### src/rtl/dcc_pkg.sv
package dcc_pkg;

    typedef enum logic [3:0] {
        CK_STANDBY  = 4'd0,
        CK_READ     = 4'd1,
        CK_EARLY_WR = 4'd2,
        CK_LATE_WR  = 4'd3,
        CK_PAGE     = 4'd4,
        CK_RAS_ONLY = 4'd5,
        CK_CBR      = 4'd6,
        CK_HIDDEN   = 4'd7,
        CK_RMW      = 4'd8
    } cyc_kind_e;

    typedef enum logic [2:0] {
        S_IDLE,
        S_CAS_ONLY,
        S_ROW,
        S_ACCESS,
        S_CBR,
        S_TAIL,
        S_HIDDEN
    } cls_state_e;

    // Sampled strobes, active high
    typedef struct packed {
        logic ras;
        logic lcas;
        logic ucas;
        logic we;
        logic oe;
    } strobe_t;

endpackage

### src/rtl/dcc_sampler.sv
module dcc_sampler
    import dcc_pkg::*;
(
    input  logic    clk,
    input  logic    rst_n,
    input  logic    ras_n,
    input  logic    lcas_n,
    input  logic    ucas_n,
    input  logic    we_n,
    input  logic    oe_n,
    output strobe_t cur,
    output logic    ras_prev,
    output logic    cas_fall
);

    strobe_t smp_q;
    logic    ras_q;
    logic    cas_q;

    always_ff @(posedge clk) begin
        if (!rst_n) begin
            smp_q <= '0;
            ras_q <= 1'b0;
            cas_q <= 1'b0;
        end else begin
            smp_q <= '{ras: ~ras_n, lcas: ~lcas_n, ucas: ~ucas_n, we: ~we_n, oe: ~oe_n};
            ras_q <= smp_q.ras;
            cas_q <= smp_q.lcas | smp_q.ucas;
        end
    end

    assign cur      = smp_q;
    assign ras_prev = ras_q;
    // merged strobe: first lane active opens it, last lane inactive closes it
    assign cas_fall = (smp_q.lcas | smp_q.ucas) & ~cas_q;

endmodule

### src/rtl/dcc_ras_width.sv
module dcc_ras_width #(
    parameter int MIN_RAS = 8
) (
    input  logic clk,
    input  logic rst_n,
    input  logic ras_now,
    input  logic ras_prev,
    output logic err_short
);

    localparam int CNT_W = $clog2(MIN_RAS + 1);

    logic [CNT_W-1:0] cnt_q;

    always_ff @(posedge clk) begin
        if (!rst_n) begin
            cnt_q     <= '0;
            err_short <= 1'b0;
        end else begin
            if (ras_now) begin
                if (!ras_prev)
                    cnt_q <= CNT_W'(1);
                else if (cnt_q != CNT_W'(MIN_RAS))
                    cnt_q <= cnt_q + CNT_W'(1);
            end else if (ras_prev && (cnt_q < CNT_W'(MIN_RAS))) begin
                err_short <= 1'b1;
            end
        end
    end

    AST_ERR_STICKY: assert property (@(posedge clk) disable iff (!rst_n)
        err_short |=> err_short);

endmodule

### src/rtl/dcc_cycle_fsm.sv
module dcc_cycle_fsm
    import dcc_pkg::*;
#(
    parameter int PAGE_W = 4
) (
    input  logic              clk,
    input  logic              rst_n,
    input  strobe_t           cur,
    input  logic              cas_fall,
    output logic              cyc_valid,
    output logic [3:0]        cyc_type,
    output logic [1:0]        cyc_lanes,
    output logic [PAGE_W-1:0] cyc_pages
);

    cls_state_e        state_q, state_d;
    cyc_kind_e         kind_q;
    logic [1:0]        lanes_q;
    logic [PAGE_W-1:0] pages_q;
    logic              oe_q;

    logic              cas_a;
    logic              rep;
    cyc_kind_e         rep_type;
    cyc_kind_e         acc_type;
    logic [1:0]        rep_lanes;
    logic [PAGE_W-1:0] rep_pages;

    assign cas_a    = cur.lcas | cur.ucas;
    assign acc_type = (pages_q >= PAGE_W'(2)) ? CK_PAGE : kind_q;

    always_comb begin
        state_d   = state_q;
        rep       = 1'b0;
        rep_type  = CK_STANDBY;
        rep_lanes = '0;
        rep_pages = '0;
        unique case (state_q)
            S_IDLE: begin
                if (cur.ras)
                    state_d = cas_a ? S_CBR : S_ROW;
                else if (cas_a)
                    state_d = S_CAS_ONLY;
            end
            S_CAS_ONLY: begin
                if (cur.ras) begin
                    state_d = S_CBR;
                end else if (!cas_a) begin
                    rep     = 1'b1;
                    state_d = S_IDLE;
                end
            end
            S_ROW: begin
                if (cas_a) begin
                    state_d = S_ACCESS;
                end else if (!cur.ras) begin
                    rep      = 1'b1;
                    rep_type = CK_RAS_ONLY;
                    state_d  = S_IDLE;
                end
            end
            S_ACCESS: begin
                if (!cur.ras) begin
                    if (!cas_a) begin
                        rep       = 1'b1;
                        rep_type  = acc_type;
                        rep_lanes = lanes_q;
                        rep_pages = pages_q;
                        state_d   = S_IDLE;
                    end else begin
                        state_d = S_TAIL;
                    end
                end
            end
            S_TAIL: begin
                if (cur.ras && cas_a) begin
                    state_d = S_HIDDEN;
                end else if (!cur.ras && !cas_a) begin
                    rep       = 1'b1;
                    rep_type  = acc_type;
                    rep_lanes = lanes_q;
                    rep_pages = pages_q;
                    state_d   = S_IDLE;
                end
            end
            S_HIDDEN: begin
                if (!cur.ras && !cas_a) begin
                    rep       = 1'b1;
                    rep_type  = CK_HIDDEN;
                    rep_lanes = lanes_q;
                    rep_pages = pages_q;
                    state_d   = S_IDLE;
                end
            end
            S_CBR: begin
                if (!cur.ras && !cas_a) begin
                    rep      = 1'b1;
                    rep_type = CK_CBR;
                    state_d  = S_IDLE;
                end
            end
            default: state_d = S_IDLE;
        endcase
    end

    // state register
    always_ff @(posedge clk) begin
        if (!rst_n) state_q <= S_IDLE;
        else        state_q <= state_d;
    end

    // per-cycle bookkeeping of the access in progress
    always_ff @(posedge clk) begin
        if (!rst_n) begin
            kind_q  <= CK_READ;
            lanes_q <= '0;
            pages_q <= '0;
            oe_q    <= 1'b0;
        end else if (state_q == S_IDLE) begin
            kind_q  <= CK_READ;
            lanes_q <= '0;
            pages_q <= '0;
            oe_q    <= 1'b0;
        end else if (state_q == S_ROW && cas_a) begin
            kind_q  <= cur.we ? CK_EARLY_WR : CK_READ;
            lanes_q <= {cur.ucas, cur.lcas};
            pages_q <= PAGE_W'(1);
            oe_q    <= cur.oe;
        end else if (state_q == S_ACCESS) begin
            if (cas_a)
                lanes_q <= lanes_q | {cur.ucas, cur.lcas};
            if (cas_fall && (pages_q != '1))
                pages_q <= pages_q + PAGE_W'(1);
            if (cas_a && cur.oe)
                oe_q <= 1'b1;
            if (cas_a && cur.we && kind_q == CK_READ)
                kind_q <= (oe_q | cur.oe) ? CK_RMW : CK_LATE_WR;
        end
    end

    // registered report
    always_ff @(posedge clk) begin
        if (!rst_n) begin
            cyc_valid <= 1'b0;
            cyc_type  <= '0;
            cyc_lanes <= '0;
            cyc_pages <= '0;
        end else begin
            cyc_valid <= rep;
            if (rep) begin
                cyc_type  <= rep_type;
                cyc_lanes <= rep_lanes;
                cyc_pages <= rep_pages;
            end
        end
    end

    AST_VALID_SINGLE: assert property (@(posedge clk) disable iff (!rst_n)
        cyc_valid |=> !cyc_valid);

    AST_END_ALL_HIGH: assert property (@(posedge clk) disable iff (!rst_n)
        $rose(cyc_valid) |-> $past(!cur.ras && !cas_a));

    AST_REFRESH_EMPTY: assert property (@(posedge clk) disable iff (!rst_n)
        cyc_valid && (cyc_type == CK_RAS_ONLY || cyc_type == CK_CBR || cyc_type == CK_STANDBY)
        |-> (cyc_lanes == 2'b00 && cyc_pages == '0));

    AST_PAGE_COUNT: assert property (@(posedge clk) disable iff (!rst_n)
        cyc_valid && cyc_type == CK_PAGE |-> cyc_pages >= PAGE_W'(2));

    AST_SINGLE_COLUMN: assert property (@(posedge clk) disable iff (!rst_n)
        cyc_valid && (cyc_type == CK_READ || cyc_type == CK_EARLY_WR ||
                      cyc_type == CK_LATE_WR || cyc_type == CK_RMW)
        |-> (cyc_pages == PAGE_W'(1) && cyc_lanes != 2'b00));

endmodule

### src/rtl/dram_cycle_classifier.sv
module dram_cycle_classifier
    import dcc_pkg::*;
#(
    parameter int PAGE_W  = 4,
    parameter int MIN_RAS = 8
) (
    input  logic              clk,
    input  logic              rst_n,
    input  logic              ras_n,
    input  logic              lcas_n,
    input  logic              ucas_n,
    input  logic              we_n,
    input  logic              oe_n,
    output logic              cyc_valid,
    output logic [3:0]        cyc_type,
    output logic [1:0]        cyc_lanes,
    output logic [PAGE_W-1:0] cyc_pages,
    output logic              err_short
);

    strobe_t cur;
    logic    ras_prev;
    logic    cas_fall;

    dcc_sampler u_sampler (
        .clk      (clk),
        .rst_n    (rst_n),
        .ras_n    (ras_n),
        .lcas_n   (lcas_n),
        .ucas_n   (ucas_n),
        .we_n     (we_n),
        .oe_n     (oe_n),
        .cur      (cur),
        .ras_prev (ras_prev),
        .cas_fall (cas_fall)
    );

    dcc_cycle_fsm #(.PAGE_W(PAGE_W)) u_fsm (
        .clk       (clk),
        .rst_n     (rst_n),
        .cur       (cur),
        .cas_fall  (cas_fall),
        .cyc_valid (cyc_valid),
        .cyc_type  (cyc_type),
        .cyc_lanes (cyc_lanes),
        .cyc_pages (cyc_pages)
    );

    dcc_ras_width #(.MIN_RAS(MIN_RAS)) u_width (
        .clk       (clk),
        .rst_n     (rst_n),
        .ras_now   (cur.ras),
        .ras_prev  (ras_prev),
        .err_short (err_short)
    );

endmodule

### config.mk
export PLATFORM = sky130hd
export DESIGN_NAME = dram_cycle_classifier
export DESIGN_NICKNAME = d
export VERILOG_FILES = /design/src/rtl/dcc_pkg.sv /design/src/rtl/dcc_sampler.sv /design/src/rtl/dcc_ras_width.sv /design/src/rtl/dcc_cycle_fsm.sv /design/src/rtl/dram_cycle_classifier.sv
export SDC_FILE = /design/constraint.sdc
export NUM_CORES = 1
export LEC_CHECK = 0
export BUFFER_PORTS_ARGS = -buffer_cell sky130_fd_sc_hd__buf_2
export CAP_MARGIN = 0
export CORE_MARGIN = 3
export CORE_UTILIZATION = 61
export DETAILED_ROUTE_END_ITERATION = 10
export PLACE_DENSITY = 0.84
export SYNTH_ARGS = -nofsm -noshare
export SYNTH_HDL_FRONTEND = slang
export SYNTH_SLANG_ARGS = --single-unit
### constraint.sdc
create_clock -name clk -period 2.9 [get_ports clk]
set_clock_uncertainty 0.2 [all_clocks]
set_input_delay 0.145 -clock clk [delete_from_list [all_inputs] [get_ports clk]]
set_output_delay 0.145 -clock clk [all_outputs]
set_load 0.005 [all_outputs]
# Yosys cells after proc, flatten, opt, wreduce, memory -nomap -nowiden
# Index checks and enable logic that the tools add are counted.
[classes]
n_lt_le_gt_ge = 2
shifts = 0
n_mul = 0
n_addsub = 2
n_bitwise = 12
muxes = 55
reduce_logical = 28
n_div = 0
n_eq_ne = 14
[ops]
columns = ["op", "n"]
rows = [
  ["4-bit two-way mux", 16],
  ["3-bit two-way mux", 14],
  ["4-bit one-hot mux with 5 select lines", 1],
  ["3-bit one-hot mux with 6 select lines", 1],
  ["2-bit two-way mux", 8],
  ["2-bit AND reduction", 7],
  ["1-bit two-way mux", 12],
  ["4-bit one-hot mux with 3 select lines", 1],
  ["2-bit nonzero test", 5],
  ["3-bit equality test, second input constant", 3],
  ["4-bit by 1-bit adder with 4-bit output, second input constant", 2],
  ["1-bit logical AND", 8],
  ["4-bit != test, second input constant", 2],
  ["1-bit inverter", 8],
  ["3-bit by 2-bit equality test with 1-bit output, second input constant", 2],
  ["3-bit by 2-bit != test with 1-bit output, second input constant", 2],
  ["2-bit one-hot mux with 3 select lines", 1],
  ["2-bit OR reduction", 3],
  ["4-bit by 1-bit equality test with 1-bit output, second input constant", 1],
  ["4-bit by 2-bit greater-or-equal comparator with 1-bit output, second input constant", 1],
  ["4-bit < comparator, second input constant", 1],
  ["1-bit one-hot mux with 4 select lines", 1],
  ["4-bit AND reduction", 1],
  ["3-bit by 1-bit equality test with 1-bit output, second input constant", 1],
  ["other kinds (9)", 11],
]
[totals]
mem_bits_rw = 0
mem_bits_ro = 0
out_inout_bits = 12
ff_bits = 37
latch_bits = 0
n_memories = 0
inputBits = 7

# Logic depth before layout (Yosys ltp)
# Gate-level depths: netlist of run 1.
[depth]
ltp_word = 6
depth_mapped = 6
depth_no_buf = 6

# By module
# A second synthesis of run 1 with hierarchy kept.
[hier_totals]
cells_unflattened = 183
hier_area_um2 = 1685.4
[by_module_without_submodules]
columns = ["module", "cells_per_inst", "n_inst", "area_per_inst_um2"]
rows = [
  ["dcc_cycle_fsm", 140, 1, 1209.9],
  ["dcc_ras_width", 28, 1, 267.8],
  ["dcc_sampler", 15, 1, 207.7],
]

# Worst setup path before layout of run 1
# No wires, ideal clock.
[synth_timing]
path_kind = "register to register"
startpoint = "register u_fsm.pages_q[0]"
endpoint = "register u_fsm.cyc_type[2]"
stages_incl_launch_ff = 6
n_path_buf = 0
setup_time_ns = 0.122
slack_ns = 0.963
synth_period_minus_slack_ns = 1.937
arrival_ns = 1.615
path_cell_list = "dfxtp_1 > inv_1 > ha_1 > or4_4 > maj3_2 > o311a_1"
[synth_via]
elab_chain_cells = 5
elab_cells_between_ends = 7
[synth_rtl]
columns = ["item", "line_no", "rtl"]
rows = [
  ["from (decl)", "dcc_cycle_fsm.sv:19", "logic [PAGE_W-1:0] pages_q;"],
  ["from (signal assigned)", "dcc_cycle_fsm.sv:133", "pages_q <= pages_q + PAGE_W'(1);"],
  ["4-bit by 2-bit greater-or-equal comparator with 1-bit output (*)", "dcc_cycle_fsm.sv:30", "assign acc_type = (pages_q >= PAGE_W'(2)) ? CK_PAGE : kind_q;"],
  ["4-bit two-way mux (*)", "dcc_cycle_fsm.sv:30", ""],
  ["4-bit two-way mux (on tied branches)", "dcc_cycle_fsm.sv:78, dcc_cycle_fsm.sv:64", ""],
  ["4-bit two-way mux (on tied branches)", "dcc_cycle_fsm.sv:76, dcc_cycle_fsm.sv:63", ""],
  ["4-bit one-hot mux with 5 select lines (*)", "dcc_cycle_fsm.sv:38", "unique case (state_q)"],
  ["to (signal assigned)", "dcc_cycle_fsm.sv:151", "cyc_type <= rep_type;"],
  ["to (decl)", "dcc_cycle_fsm.sv:11", "output logic [3:0] cyc_type,"],
]
# Every way passes the cells marked *; elsewhere a longest branch is shown, timed or not.
# A chain may end at the register's enable or synchronous reset.

# Worst setup path after layout of run 1
# Same ends and word-level chain as after synthesis.

==> flow_metrics.env, run 1 <==
export IMPL_cts_resized=0
export IMPL_clock_sinks=36
export IMPL_ant_nets=0
export IMPL_die_area_um2=3320
export IMPL_portBuffers=18
export IMPL_ys_ff_latch=36
export IMPL_path_max_fanout=6
export IMPL_clk_pin_slew_ns=0.10
export IMPL_timing_final_ws_setup_ns=0.874
export IMPL_via_per_inst=6.22
export IMPL_max_stage_delay_ns=0.44
export IMPL_synthArstFlopShare=0
export IMPL_start_kind="flip-flop"
export IMPL_hold_viol_final=0
export IMPL_rrSetupSlack_ns=0.87
export IMPL_cp_data_required_time_ns=2.94
export IMPL_yosysWarnings=0
export IMPL_gp_congestion=0.847
export IMPL_leakagePower_nw=0.740
export IMPL_path_buf_inv=1
export IMPL_hpwl_um=2410
export IMPL_worstPathCellList="inv_1 -> ha_1 -> or4_4 -> maj3_2 -> o311a_1"
export IMPL_vias=1393
export IMPL_r2r_cells=5
export IMPL_period_minus_slack_ns=2.03
export IMPL_worst_skew_pair_late_latency_ns=0.34
export IMPL_wl_per_cell_um=15.5
export IMPL_cp_end_kind="flip-flop"
export IMPL_cts_buffers=5
export IMPL_top_layer="met4"
export IMPL_post_route_period_util=0.699
export IMPL_power_density_nw_per_um2=504
export IMPL_pin_count=19
export IMPL_cts_tree="built"
export IMPL_antenna_found_initial=0
export IMPL_fp_dieW_um=57.6
export IMPL_fin_cells=224
export IMPL_finalSetupTns_ns=0
export IMPL_grt_max_degree=18
export IMPL_post_place_ws_ns=0.896
export IMPL_hold_slack_ns=0.275
export IMPL_yosys_most_used_dff="dfxtp_1"
export IMPL_vdd_ir_drop_max_v=0.000380
export IMPL_syn_cell_area_um2=1630
export IMPL_drt_iter0_drc=49
export IMPL_hold_depth=3
export IMPL_cap_violations=0
export IMPL_synth_fp_nets=184
export IMPL_clockRootBuffer="clkbuf_4"
export IMPL_synthCells=173
export IMPL_avgSynthCellArea_um2=9.39
export IMPL_postLayoutCoreUtil=0.734
export IMPL_r2r_start="u_fsm.pages_q[0]"
export IMPL_finalMaxSlewViolations=0
export IMPL_dp_cells=211
export IMPL_wirelength_um=3460
export IMPL_rsz0062_at_grt="false"
export IMPL_fillers=197
export IMPL_grt_pass1_wl_um=5740
export IMPL_start_util=0.650
export IMPL_hp_start="we_n"
export IMPL_drt_drc_violations_left=0
export IMPL_cts_max_level=2
export IMPL_drive_gt1_frac=0.186
export IMPL_path_depth=5
export IMPL_rows=18
export IMPL_critPathTopFamily="adder cells"
export IMPL_ys_seq_area_frac=0.443
export IMPL_setup_viol=0
export IMPL_worst_pin_slew_ns=0.743
export IMPL_routed_wl_met2_um=1620
export IMPL_overflow=0
export IMPL_crit_type="flip-flop to flip-flop"
export IMPL_synth_cell_types=49
export IMPL_syn2layout_area_growth_pct=12.9
export IMPL_status="completed"
export IMPL_fmaxAchievable_mhz=494
export IMPL_grt_pass1_vias=1291
export IMPL_route_met3_wl_um=185
export IMPL_critPathArrivalTime_ns=2.07
export IMPL_slowest_stage="or4_4"
export IMPL_grt_use_total=0.228
export IMPL_met1Wirelength_um=1520
export IMPL_antenna_cells=0
export IMPL_cts_max_path_buffers=2
export IMPL_timing_rr_end="u_fsm.cyc_type[2]"
export IMPL_core_region_area_um2=2500
export IMPL_nNetsFinal=205
export IMPL_synth_edf_count=0
export IMPL_die_h_um=57.6
export IMPL_relSlewSlack=0.501
export IMPL_startpoint="u_fsm.pages_q[0]"
export IMPL_holdPathEnd="u_sampler.cur[1]"
export IMPL_hold_path_class="input pin to flip-flop"
export IMPL_drtPass1Iterations=4
-- through the flow --
step,power [mW],area [um2]
3_3_place_gp,0.627,1710
3_5_place_dp,0.633,1710
5_1_grt,0.963,1830
4_1_cts,0.929,1830
6_report,0.924,1830
2_1_floorplan,0.608,1630
-- registers in the layout, summed over array words and instances, names as in the netlist, 2 cells and up --
signal,flops
u_fsm.pages_q,4
u_fsm.cyc_lanes,2
u_fsm.kind_q,3
u_fsm.state_q,3
u_sampler.cur,5
u_fsm.cyc_pages,4
u_width.cnt_q,4
u_fsm.lanes_q,2
u_fsm.cyc_type,4
-- cell type report --
type | count | area [um2] | share of cell area
Tap cell | 30 | 37.5 | 0.0205
Timing Repair Buffer | 25 | 158 | 0.0859
Multi-Input combinational cell | 115 | 812 | 0.443
Clock buffer | 7 | 65.1 | 0.0355
Sequential cell | 36 | 721 | 0.393
Inverter | 11 | 41.3 | 0.0225
-- worst reg2reg max path, stage by stage (launching register included) --
cell and delay [ns]:
dfxtp_1 0.43, inv_1 0.07, ha_1 0.19, or4_4 0.44, maj3_2 0.32, o311a_1 0.28
-- worst max path at each step --
stage                        endpoint  slack (ns)
floorplan           u_fsm.cyc_type[2]        0.96
global placement    u_fsm.cyc_type[2]        0.92
detailed placement  u_fsm.cyc_type[2]        0.90
CTS                 u_fsm.cyc_type[2]        0.87
global route        u_fsm.cyc_type[2]        0.78
finish              u_fsm.cyc_type[2]        0.87
-- report_power, final --
group,switching [mW],internal (mW),total (mW)
combinational,0.0548,0.0440,0.0988
sequential,0.0228,0.508,0.530
clock,0.157,0.137,0.294
total,0.235,0.689,0.924
-- placed cells by master (no fill, tap or decap), types with 2 or more instances in the layout --
master	synthesis	layout
nand4_1	3	3
nor3_1	4	4
clkbuf_4	0	5
a21oi_1	8	8
nand3_1	2	2
nor2b_1	3	3
a22o_1	7	7
a31oi_1	3	3
dlygate4sd3_1	0	6
dfxtp_1	36	36
clkbuf_8	0	2
nor2_1	11	11
ha_1	4	4
a22oi_1	2	2
a211oi_1	6	6
nand2b_1	5	5
buf_2	8	18
and2_1	2	2
a32o_1	4	4
and3_1	2	2
o211ai_1	2	2
nand2_1	14	14
inv_1	10	10
mux2i_1	3	3
o21ai_0	5	5
-- routing by layer --
layer,GRT usage,vias up
met5,0,-
met4,0.142,0
met3,0.0668,17
met2,0.366,58
met1,0.266,645
li1,-,673
-- synth_stat cells (all sizes together), types with 2 or more instances --
master  count  area (um2)
nor2       11        41.3
a31oi       3        18.8
inv        10        37.5
mux2i       3        30.0
nand4       3        18.8
nand2b      5        31.3
buf         8        40.0
a21oi       9        48.8
nand2      14        52.6
clkbuf      3        11.3
o21ai       5        25.0
nor2b       3        18.8
nor3        4        20.0
o211ai      2        15.0
ha          4        50.1
dfxtp      36         721
a22oi       2        15.0
nor4        2        33.8
and3        2        12.5
a211oi      6        45.0
a22o        8        71.3
or3         2        17.5
and2        2        12.5
nand3       2        10.0
a32o        4        40.0
-- cell families (layout without fill, tap and decap cells) --
| kind of cell | count (synthesis) | in the layout | synth area share |
|---|---|---|---|
| AO/OA/AOI/OAI | 50 | 50 | 0.230 |
| XOR/XNOR | 1 | 1 | 0.00539 |
| adder cells (fa/ha/maj) | 5 | 5 | 0.0377 |
| buffers and inverters | 22 | 43 | 0.0570 |
| flip-flops | 36 | 36 | 0.443 |
| multiplexers | 4 | 4 | 0.0254 |
| AND/OR/NAND/NOR | 55 | 55 | 0.201 |
-- timing repair --
item                       in CTS  in global routing
setup endpoints to repair       0                  0
hold endpoints to repair       11                  0
buffers inserted                0                  0
hold buffers                    6                  0
(Power assumes the default switching activity.)
==> run 2: changes to the inputs <==
Settings changed: CORE_UTILIZATION 61 to 51, PLACE_DENSITY 0.84 to 0.75.
Clock period 2.9 ns to 1.65 ns, I/O delays scaled along.
==> flow_metrics.env, run 2 (synthesis gave the netlist of run 1 again) <==
export IMPL_post_place_ws_ns=-0.253
export IMPL_drive_gt1_frac=0.391
export IMPL_max_stage_delay_ns=0.44
export IMPL_clkPwrFrac=0.297
export IMPL_grt_use_total=0.246
export IMPL_hpwl_um=2990
export IMPL_grt_max_degree=13
export IMPL_status="complete, but fails checks"
export IMPL_start_kind="flip-flop"
export IMPL_wirelength_um=4620
export IMPL_largest_reg_flops=5
export IMPL_routed_wl_met2_um=2370
export IMPL_cap_violations=0
export IMPL_clk_pin_slew_ns=0.12
export IMPL_cp_data_required_time_ns=1.71
export IMPL_grt_pass1_wl_um=7400
export IMPL_drtPass1Iterations=4
export IMPL_finalPower_mw=1.72
export IMPL_relSlewSlack=0.751
export IMPL_final_cell_mix="34 x buf_4, 30 x dfxtp_1, 18 x buf_2, 14 x nand2_1, 10 x dlygate4sd3_1"
export IMPL_clockRootBuffer="clkbuf_4"
export IMPL_cts_max_level=2
export IMPL_r2r_start="u_fsm.pages_q[0]"
export IMPL_hold_viol_final=0
export IMPL_die_area_um2=3900
export IMPL_cts_buffers=5
export IMPL_dp_cells=255
export IMPL_layout_commonest_cell="buf_4"
export IMPL_syn2layout_area_growth_pct=40.1
export IMPL_crit_type="flip-flop to flip-flop"
export IMPL_fillers=204
export IMPL_cts_tree="built"
export IMPL_power_density_nw_per_um2=757
export IMPL_final_cell_area_um2=2280
export IMPL_post_route_period_util=1.16
export IMPL_antenna_found_initial=0
export IMPL_antenna_cells=0
export IMPL_postPlaceCellArea_um2=1990
export IMPL_endpoint="u_fsm.cyc_type[2]"
export IMPL_core_region_area_um2=2900
export IMPL_postLayoutCoreUtil=0.785
export IMPL_drt_drc_violations_left=0
export IMPL_gp_congestion=0.860
export IMPL_leakagePower_nw=0.952
export IMPL_fin_cells=277
export IMPL_worst_skew_pair_late_latency_ns=0.36
export IMPL_ant_nets=0
export IMPL_die_h_um=62.5
export IMPL_start_util=0.560
export IMPL_rows=19
export IMPL_rsz0062_at_grt="true"
export IMPL_drt_iter0_drc=117
export IMPL_vdd_ir_drop_max_v=0.000563
export IMPL_overflow=0
export IMPL_r2r_cells=5
export IMPL_top_layer="met4"
export IMPL_rrSetupSlack_ns=-0.27
export IMPL_cp_end_kind="flip-flop"
export IMPL_portBuffers=18
export IMPL_switching_share=0.280
export IMPL_hold_path_class="input pin to flip-flop"
export IMPL_vias=1568
export IMPL_clock_sinks=36
export IMPL_via_per_inst=5.66
export IMPL_slowest_stage="or4_4"
export IMPL_period_minus_slack_ns=1.92
export IMPL_p_comb_frac=0.168
export IMPL_timing_final_ws_setup_ns=-0.268
export IMPL_critPathArrivalTime_ns=1.97
export IMPL_grt_pass1_vias=1660
export IMPL_cts_max_path_buffers=2
export IMPL_finalMaxSlewViolations=0
export IMPL_violations="negative setup slack"
export IMPL_timing_rr_end="u_fsm.cyc_type[2]"
export IMPL_startpoint="u_fsm.pages_q[0]"
export IMPL_fmaxAchievable_mhz=521
export IMPL_route_met3_wl_um=235
export IMPL_p_int_mw=1.24
export IMPL_fp_dieW_um=62.5
export IMPL_met1Wirelength_um=1870
export IMPL_wl_per_cell_um=16.7
export IMPL_p_switching_mw=0.482
export IMPL_setup_viol=9
export IMPL_path_max_fanout=2
export IMPL_worst_pin_slew_ns=0.373
export IMPL_pin_count=19
export IMPL_power_frac_seq=0.534
export IMPL_nNetsFinal=245
export IMPL_worstPathCellList="inv_2 -> ha_4 -> or4_4 -> maj3_2 -> o311a_1"
[run 2: cell count changes in the layout (fill, tap and decap cells not counted), moves of 2 or more]
cell / before / now
a21oi_1: 8 / 5
a21oi_2: 1 / 4
buf_4: 1 / 34
buf_6: 0 / 2
clkinv_2: 0 / 2
dfxtp_1: 36 / 30
dfxtp_2: 0 / 4
dfxtp_4: 0 / 2
dlygate4sd3_1: 6 / 10
ha_1: 4 / 2
ha_4: 0 / 2
inv_1: 10 / 8
nor2_1: 11 / 9
nor2_4: 0 / 2
[run 2: how the worst min path moves through the flow]
stage	start	end	slack [ns]	cells after the start
2_1_floorplan	oe_n	u_sampler.cur[0]	-0.05	1
3_3_place_gp	lcas_n	u_sampler.cur[3]	0.03	2
3_5_place_dp	ucas_n	u_sampler.cur[2]	0.04	2
4_1_cts	we_n	u_sampler.cur[1]	0.20	3
5_1_grt	we_n	u_sampler.cur[1]	0.20	3
6_report	we_n	u_sampler.cur[1]	0.21	3
[run 2: routing by layer]
layer | GRT usage | up-vias
met3 | 0.0719 | 15
li1 | - | 752
met5 | 0 | -
met1 | 0.266 | 740
met4 | 0.157 | 0
met2 | 0.417 | 61
[run 2: cell type report]
| type | instances | area (um2) | share of cell area |
|---|---|---|---|
| Clock inverter | 2 | 10.0 | 0.00440 |
| Sequential cell | 36 | 733 | 0.322 |
| Timing Repair Buffer | 65 | 488 | 0.214 |
| Clock buffer | 6 | 51.3 | 0.0225 |
| Multi-Input combinational cell | 115 | 897 | 0.394 |
| Tap cell | 42 | 52.6 | 0.0231 |
| Inverter | 11 | 45.0 | 0.0198 |
[run 2: power by group through the flow]
stage / Sequential, mW / Combinational (mW) / Clock (mW)
2_1_floorplan: 0.923 / 0.153 / 0
3_3_place_gp: 0.937 / 0.236 / 0
3_5_place_dp: 0.939 / 0.245 / 0
4_1_cts: 0.920 / 0.271 / 0.522
5_1_grt: 0.925 / 0.313 / 0.585
6_report: 0.921 / 0.290 / 0.513
[run 2: worst max-delay path, delay by kind of cell (launching register included)]
kind                     cells  cell delay (ns)
AO/OA/AOI/OAI                1             0.29
AND/OR/NAND/NOR              1             0.44
adder cells (fa/ha/maj)      2             0.49
buffers and inverters        1             0.05
flip-flops                   1             0.35
[run 2: timing repair]
action,4_1_cts,5_1_grt
pin swaps,10,9
buffers inserted,2,2
gates resized for setup,15,8
cloned,0,0
endpoints found under the hold margin,17,0
hold buffers,10,0
setup endpoints to repair,16,23
[run 2: metrics by stage]
step	setup TNS [ns]	hold WS (ns)
after floorplan	-0.419	-0.0508
after global placement	-0.696	0.0323
after detailed placement	-1.34	0.0362
after CTS	-1.15	0.197
after global routing	-2.02	0.199
final	-1.14	0.210
